`config.mk`:
```
export PLATFORM = sky130hd
export DESIGN_NAME = uart_afc
export DESIGN_NICKNAME = d
export VERILOG_FILES = /design/src/rtl/afc_pkg.sv /design/src/rtl/afc_rx_fifo.sv /design/src/rtl/afc_rts_ctrl.sv /design/src/rtl/afc_cts_sync.sv /design/src/rtl/afc_tx_gate.sv /design/src/rtl/uart_afc.sv
export SDC_FILE = /design/constraint.sdc
export NUM_CORES = 2
export LEC_CHECK = 0
export BUFFER_PORTS_ARGS = -buffer_cell sky130_fd_sc_hd__buf_4
export CAP_MARGIN = 20
export CORE_ASPECT_RATIO = 1.1
export CORE_MARGIN = 5
export CORE_UTILIZATION = 50
export DETAILED_ROUTE_END_ITERATION = 6
export PLACE_DENSITY_LB_ADDON = 0.3
export SLEW_MARGIN = 30
export SYNTH_ARGS = -nofsm -noshare
export SYNTH_HDL_FRONTEND = slang
export SYNTH_SLANG_ARGS = --single-unit
```
`constraint.sdc`:
```
create_clock -name clk -period 4.45 [get_ports clk]
set_input_delay 0.6675 -clock clk [delete_from_list [all_inputs] [get_ports clk]]
set_output_delay 0.6675 -clock clk [all_outputs]
set_load 0.005 [all_outputs]
```
`src/rtl/afc_pkg.sv`:
```
package afc_pkg;
    typedef enum logic {
        RTS_ON,
        RTS_OFF
    } rts_state_e;

    typedef enum logic [1:0] {
        TX_IDLE,
        TX_HOLD,
        TX_LOAD,
        TX_BUSY
    } tx_state_e;
endpackage

```
`src/rtl/afc_rx_fifo.sv`:
```
module afc_rx_fifo #(
    parameter int DEPTH = 256,
    parameter int DW    = 8,
    parameter int LW    = $clog2(DEPTH) + 1
) (
    input  logic          clk,
    input  logic          rst_n,
    input  logic          push,
    input  logic [DW-1:0] push_data,
    input  logic          pop,
    output logic [DW-1:0] pop_data,
    output logic [LW-1:0] level,
    output logic          overrun
);
    localparam int AW = $clog2(DEPTH);
    localparam logic [LW-1:0] FULL = LW'(DEPTH);
    localparam logic [AW-1:0] LAST = AW'(DEPTH - 1);

    logic [DW-1:0] mem [DEPTH];
    logic [AW-1:0] wr_ptr, rd_ptr;
    logic          do_pop, do_push, drop;

    assign do_pop  = pop && (level != '0);
    assign do_push = push && ((level != FULL) || do_pop);
    assign drop    = push && !do_push;
    assign pop_data = mem[rd_ptr];

    always_ff @(posedge clk) begin
        if (do_push) mem[wr_ptr] <= push_data;
    end

    always_ff @(posedge clk or negedge rst_n) begin
        if (!rst_n) begin
            wr_ptr  <= '0;
            rd_ptr  <= '0;
            level   <= '0;
            overrun <= 1'b0;
        end else begin
            if (do_push) wr_ptr <= (wr_ptr == LAST) ? '0 : wr_ptr + 1'b1;
            if (do_pop)  rd_ptr <= (rd_ptr == LAST) ? '0 : rd_ptr + 1'b1;
            if (do_push && !do_pop)      level <= level + 1'b1;
            else if (do_pop && !do_push) level <= level - 1'b1;
            if (drop) overrun <= 1'b1;
        end
    end
endmodule

```
`src/rtl/afc_rts_ctrl.sv`:
```
module afc_rts_ctrl
    import afc_pkg::*;
#(
    parameter int DEPTH = 256,
    parameter int LW    = $clog2(DEPTH) + 1
) (
    input  logic          clk,
    input  logic          rst_n,
    input  logic [LW-1:0] level,
    input  logic [LW-1:0] trig,
    input  logic [LW-1:0] hi,
    input  logic [LW-1:0] lo,
    input  logic          auto_rts,
    input  logic          rts_req,
    output logic          rts_n,
    output logic          irq
);
    localparam logic [LW-1:0] FULL = LW'(DEPTH);

    rts_state_e state_q, state_d;
    logic       pair_ok;

    assign pair_ok = (hi > lo) && (hi <= FULL);

    always_ff @(posedge clk or negedge rst_n) begin
        if (!rst_n) begin
            state_q <= RTS_ON;
            irq     <= 1'b0;
        end else begin
            state_q <= state_d;
            irq     <= (level >= trig);
        end
    end

    always_comb begin
        state_d = state_q;
        unique case (state_q)
            RTS_ON:  if (level >= hi) state_d = RTS_OFF;
            RTS_OFF: begin
                if (pair_ok) begin
                    if (level <= lo) state_d = RTS_ON;
                end else if (level < hi) begin
                    state_d = RTS_ON;
                end
            end
            default: state_d = RTS_ON;
        endcase
    end

    always_comb begin
        if (auto_rts) rts_n = (state_q == RTS_OFF);
        else          rts_n = !rts_req;
    end
endmodule

```
`src/rtl/afc_cts_sync.sv`:
```
module afc_cts_sync #(
    parameter int STAGES = 2
) (
    input  logic clk,
    input  logic rst_n,
    input  logic async_n,
    output logic sync_n
);
    logic [STAGES-1:0] chain;

    always_ff @(posedge clk or negedge rst_n) begin
        if (!rst_n) chain <= '1;
        else        chain <= {chain[STAGES-2:0], async_n};
    end

    assign sync_n = chain[STAGES-1];
endmodule

```
`src/rtl/afc_tx_gate.sv`:
```
module afc_tx_gate
    import afc_pkg::*;
(
    input  logic clk,
    input  logic rst_n,
    input  logic cts_sync_n,
    input  logic auto_cts,
    input  logic txq_ready,
    input  logic tx_done,
    output logic tx_load,
    output logic tx_suspended
);
    tx_state_e state_q, state_d;
    logic      go;

    assign go = !auto_cts || !cts_sync_n;

    always_ff @(posedge clk or negedge rst_n) begin
        if (!rst_n) state_q <= TX_IDLE;
        else        state_q <= state_d;
    end

    always_comb begin
        state_d = state_q;
        unique case (state_q)
            TX_IDLE: if (txq_ready) state_d = go ? TX_LOAD : TX_HOLD;
            TX_HOLD: begin
                if (!txq_ready) state_d = TX_IDLE;
                else if (go)    state_d = TX_LOAD;
            end
            TX_LOAD: state_d = TX_BUSY;
            TX_BUSY: if (tx_done) state_d = TX_IDLE;
            default: state_d = TX_IDLE;
        endcase
    end

    always_comb begin
        tx_load      = (state_q == TX_LOAD);
        tx_suspended = (state_q == TX_HOLD);
    end
endmodule

```
`src/rtl/uart_afc.sv`:
```
module uart_afc #(
    parameter int DEPTH       = 256,
    parameter int DW          = 8,
    parameter int SYNC_STAGES = 2,
    parameter int LW          = $clog2(DEPTH) + 1
) (
    input  logic          clk,
    input  logic          rst_n,
    input  logic          rx_push,
    input  logic [DW-1:0] rx_push_data,
    input  logic          rx_pop,
    output logic [DW-1:0] rx_pop_data,
    output logic [LW-1:0] rx_level,
    output logic          rx_irq,
    output logic          rx_overrun,
    input  logic [LW-1:0] cfg_trig,
    input  logic [LW-1:0] cfg_rts_hi,
    input  logic [LW-1:0] cfg_rts_lo,
    input  logic          cfg_auto_rts,
    input  logic          cfg_rts_req,
    output logic          rts_n,
    input  logic          cfg_auto_cts,
    input  logic          cts_n,
    input  logic          txq_ready,
    input  logic          tx_done,
    output logic          tx_load,
    output logic          tx_suspended
);
    logic cts_sync_n;

    afc_rx_fifo #(.DEPTH(DEPTH), .DW(DW), .LW(LW)) u_fifo (
        .clk(clk), .rst_n(rst_n),
        .push(rx_push), .push_data(rx_push_data),
        .pop(rx_pop), .pop_data(rx_pop_data),
        .level(rx_level), .overrun(rx_overrun)
    );

    afc_rts_ctrl #(.DEPTH(DEPTH), .LW(LW)) u_rts (
        .clk(clk), .rst_n(rst_n), .level(rx_level),
        .trig(cfg_trig), .hi(cfg_rts_hi), .lo(cfg_rts_lo),
        .auto_rts(cfg_auto_rts), .rts_req(cfg_rts_req),
        .rts_n(rts_n), .irq(rx_irq)
    );

    afc_cts_sync #(.STAGES(SYNC_STAGES)) u_sync (
        .clk(clk), .rst_n(rst_n), .async_n(cts_n), .sync_n(cts_sync_n)
    );

    afc_tx_gate u_tx (
        .clk(clk), .rst_n(rst_n), .cts_sync_n(cts_sync_n),
        .auto_cts(cfg_auto_cts), .txq_ready(txq_ready), .tx_done(tx_done),
        .tx_load(tx_load), .tx_suspended(tx_suspended)
    );
endmodule

```
==> flow_summary_export.csv <==
group,metric,value,unit
grt,grt_pass1_vias,43200,
synthesis,avgSynthCellArea,20.8,sq um
synthesis,yosysWarnings,0,
clock_network,cts_tree,"built",
clock_network,clk_path_buf_depth,3,
die,fp.dieW,396,um
routing,num_vias,43300,
routing,wl,220000,um
pwr,leakage,31.1,nW
cells_and_area,mostFrequentLayoutCells,"edfxtp_1, buf_4, mux4_2",
die,core_area,163000,sq um
job,drv_cap,0,
sta,setup_tns,-1.88,ns
cells_and_area,fill_cells,11300,
synthesis,synth-seq-cells,2080,
worst_setup_path,critPathLaunchType,"flop",
sta,finalCritPeriodShare,1.08,
sta,setup_viol,8,
sta,clock_skew,0.0548,ns
clock_network,clkSlewWorstSetupHoldPaths,0.06,ns
cells_and_area,fin_util,0.592,
sta,timing.fmax,209,MHz
worst_setup_path,crit_required,3.78,ns
cells_and_area,fin_nets,4577,
grt,grt_usage,0.256,
die,rows,155,
synthesis,synth.net_count,4046,
die,io_pins,67,
cells_and_area,insertedDiodeCount,0,
placed_design,dp_slack,-0.104,ns
die,initial_core_util,0.504,
routing,avgRoutedWirePerCell,32.6,um
worst_setup_path,path_class,"flop to primary output",
die,die_area,172000,sq um
placed_design,dpl.hpwl,132000,um
sta,fin_ws,-0.338,ns
synthesis,ys.flop_type,"edfxtp_1",
pwr,powerDensity,576,nW/um^2
sta,drv_slew,0,
die,fp.dieH,435,um
clock_network,clock-sinks,2080,
synthesis,syn_inst,3950,
routing,drc,0,
sta,finalHoldViolCount,0,
grt,grt_pass1_wl,315000,um
synthesis,syn_area,82000,sq um
cells_and_area,layout.cells.most_common,"edfxtp_1",
worst_setup_path,r2r_setup_slack,0.64,ns
worst_setup_path,cp_max_fo,16,
placed_design,dpl_cell_area,87400,sq um
grt,grt_max_degree,157,
worst_setup_path,crit_path_end_kind,"primary output",
cells_and_area,synthToLayoutAreaGrowth,17.5,%
sta,rsz0062_at_grt,"yes",
clock_network,cts_made_buffers,196,
worst_setup_path,arrival,4.12,ns
routing,ant_nets,0,
routing,vias_per_cell,6.40,
run_status,status,"complete, but fails checks",
run_status,failed_checks,"negative setup slack",
worst_hold_path,hold_class,"input pin to flop",
placed_design,gp_congestion,0.886,
grt,antenna_found_initial,3,
pwr,peakVddDrop,0.000480,V
sta,tightest_slew,1.01,ns
clock_network,root_buffer,"clkbuf_16",
cells_and_area,final_cell_area,96300,sq um
sta,slew_headroom,0.324,
placed_design,io_buffers,66,
routing,dr.pass1.iters,6,
synthesis,yosys.cell_types.count,73,
clock_network,htreeDepth,4,
clock_network,insertion_delay,0.87,ns
grt,grt_overflow_total,0,
synthesis,synth_edf_count,2048,
synthesis,synthArstFlopShare,0.0154,
cells_and_area,drive_above_1_share,0.313,
routing,drtIter0Drc,6175,
synthesis,yosysSeqAreaShare,0.760,
sta,min_period,4.79,ns
power by group:
group	internal, mW	switching [mW]	leakage, nW
clock network	9.07	7.21	3.01
registers	21.8	0.272	18.8
logic	7.05	10.1	9.34
stage by stage:
stage / power [mW] / instances / hold WS [ns]
floorplan: 30.3 / 3950 / 0.345
global placement: 36.7 / 6315 / 0.348
detailed placement: 36.9 / 6315 / 0.350
CTS: 55.0 / 6750 / 0.0367
global route: 57.0 / 6762 / 0.0808
finish: 55.4 / 6762 / 0.0867
cells in the mapped netlist, types with 16 or more instances:
| library cell | number | share of area |
|---|---|---|
| ha_1 | 50 | 0.0076 |
| a21oi_1 | 70 | 0.0043 |
| clkbuf_1 | 93 | 0.0043 |
| inv_1 | 40 | 0.0018 |
| a22o_1 | 39 | 0.0042 |
| o21ai_0 | 62 | 0.0038 |
| mux4_1 | 27 | 0.0087 |
| buf_6 | 36 | 0.0049 |
| nand2_1 | 85 | 0.0039 |
| a221oi_1 | 50 | 0.0053 |
| mux2i_1 | 119 | 0.015 |
| edfxtp_1 | 2048 | 0.75 |
| dfrtp_1 | 30 | 0.0092 |
| mux4_2 | 444 | 0.12 |
| buf_4 | 16 | 0.0015 |
| nor2_1 | 284 | 0.013 |
| a22oi_1 | 91 | 0.0083 |
| buf_2 | 64 | 0.0039 |
| nor3_1 | 18 | 0.0011 |
| o22ai_1 | 28 | 0.0021 |
| nor2b_1 | 17 | 0.0013 |
| nand3_1 | 23 | 0.0014 |
| a211oi_1 | 20 | 0.0018 |
cells by family (layout without fill, tap and decap cells):
group / Yosys count / after routing / synth area share
compound gates: 452 / 452 / 0.0394
xor+xnor: 14 / 14 / 0.00150
fa+ha+maj: 51 / 51 / 0.00788
buf+inv: 278 / 971 / 0.0204
flops: 2080 / 2080 / 0.760
mux: 592 / 592 / 0.145
simple gates: 483 / 483 / 0.0253
routing by layer:
layer	vias to the layer above	track usage	wire [um]
li1	17500	-	-
met1	22700	0.347	82200
met2	2490	0.409	106000
met3	474	0.0561	21800
met4	4	0.109	10200
met5	-	0	27
path summary, 6_finish.rpt:
check / startpoint / end / cells after the start
worst max register to register: u_fifo.level[7] / u_fifo.mem[171][5] / 7
worst min register to register: u_sync.chain[0] / u_sync.chain[1] / 0
worst max-delay path: u_fifo.rd_ptr[1] / rx_pop_data[6] / 11
min in group asynchronous: rst_n / u_fifo.rd_ptr[0] / 2
worst min-delay path: rx_push / u_fifo.overrun / 3
max in group asynchronous: rst_n / u_fifo.rd_ptr[1] / 2
what timing repair did:
action	in CTS	in global routing
hold buffers	2	0
buffers inserted	52	13
hold endpoints to repair	31	0
setup endpoints to repair	8	8
resized for setup	209	61
pin swaps	43	34
cloned	21	2
cell type report:
| class | instances | area, sq um | area share |
|---|---|---|---|
| Tap cell | 2119 | 2650 | 0.0275 |
| Timing Repair Buffer | 568 | 5790 | 0.0601 |
| Clock inverter | 105 | 1020 | 0.0106 |
| Inverter | 43 | 163 | 0.00169 |
| Multi-Input combinational cell | 1592 | 19200 | 0.199 |
| Sequential cell | 2080 | 62300 | 0.647 |
| Clock buffer | 255 | 5190 | 0.0539 |
state kept, by name, summed over array words and instances, names as in the netlist, 2 cells and up:
signal / cells
u_fifo.mem: 2048
u_tx.state_q: 2
u_sync.chain: 2
u_fifo.rd_ptr: 8
u_fifo.level: 9
u_fifo.wr_ptr: 8
critical path, cell delays in order, from the launching register on:
cell and delay, ns:
dfrtp_4 0.53, buf_4 0.21, buf_12 0.17, buf_4 0.25
buf_4 0.20, mux4_2 0.18, a22oi_1 0.09, a21oi_1 0.38
nor3_2 0.13, or4_4 0.53, o211ai_1 0.35, buf_4 0.23
(Power assumes the default switching activity.)
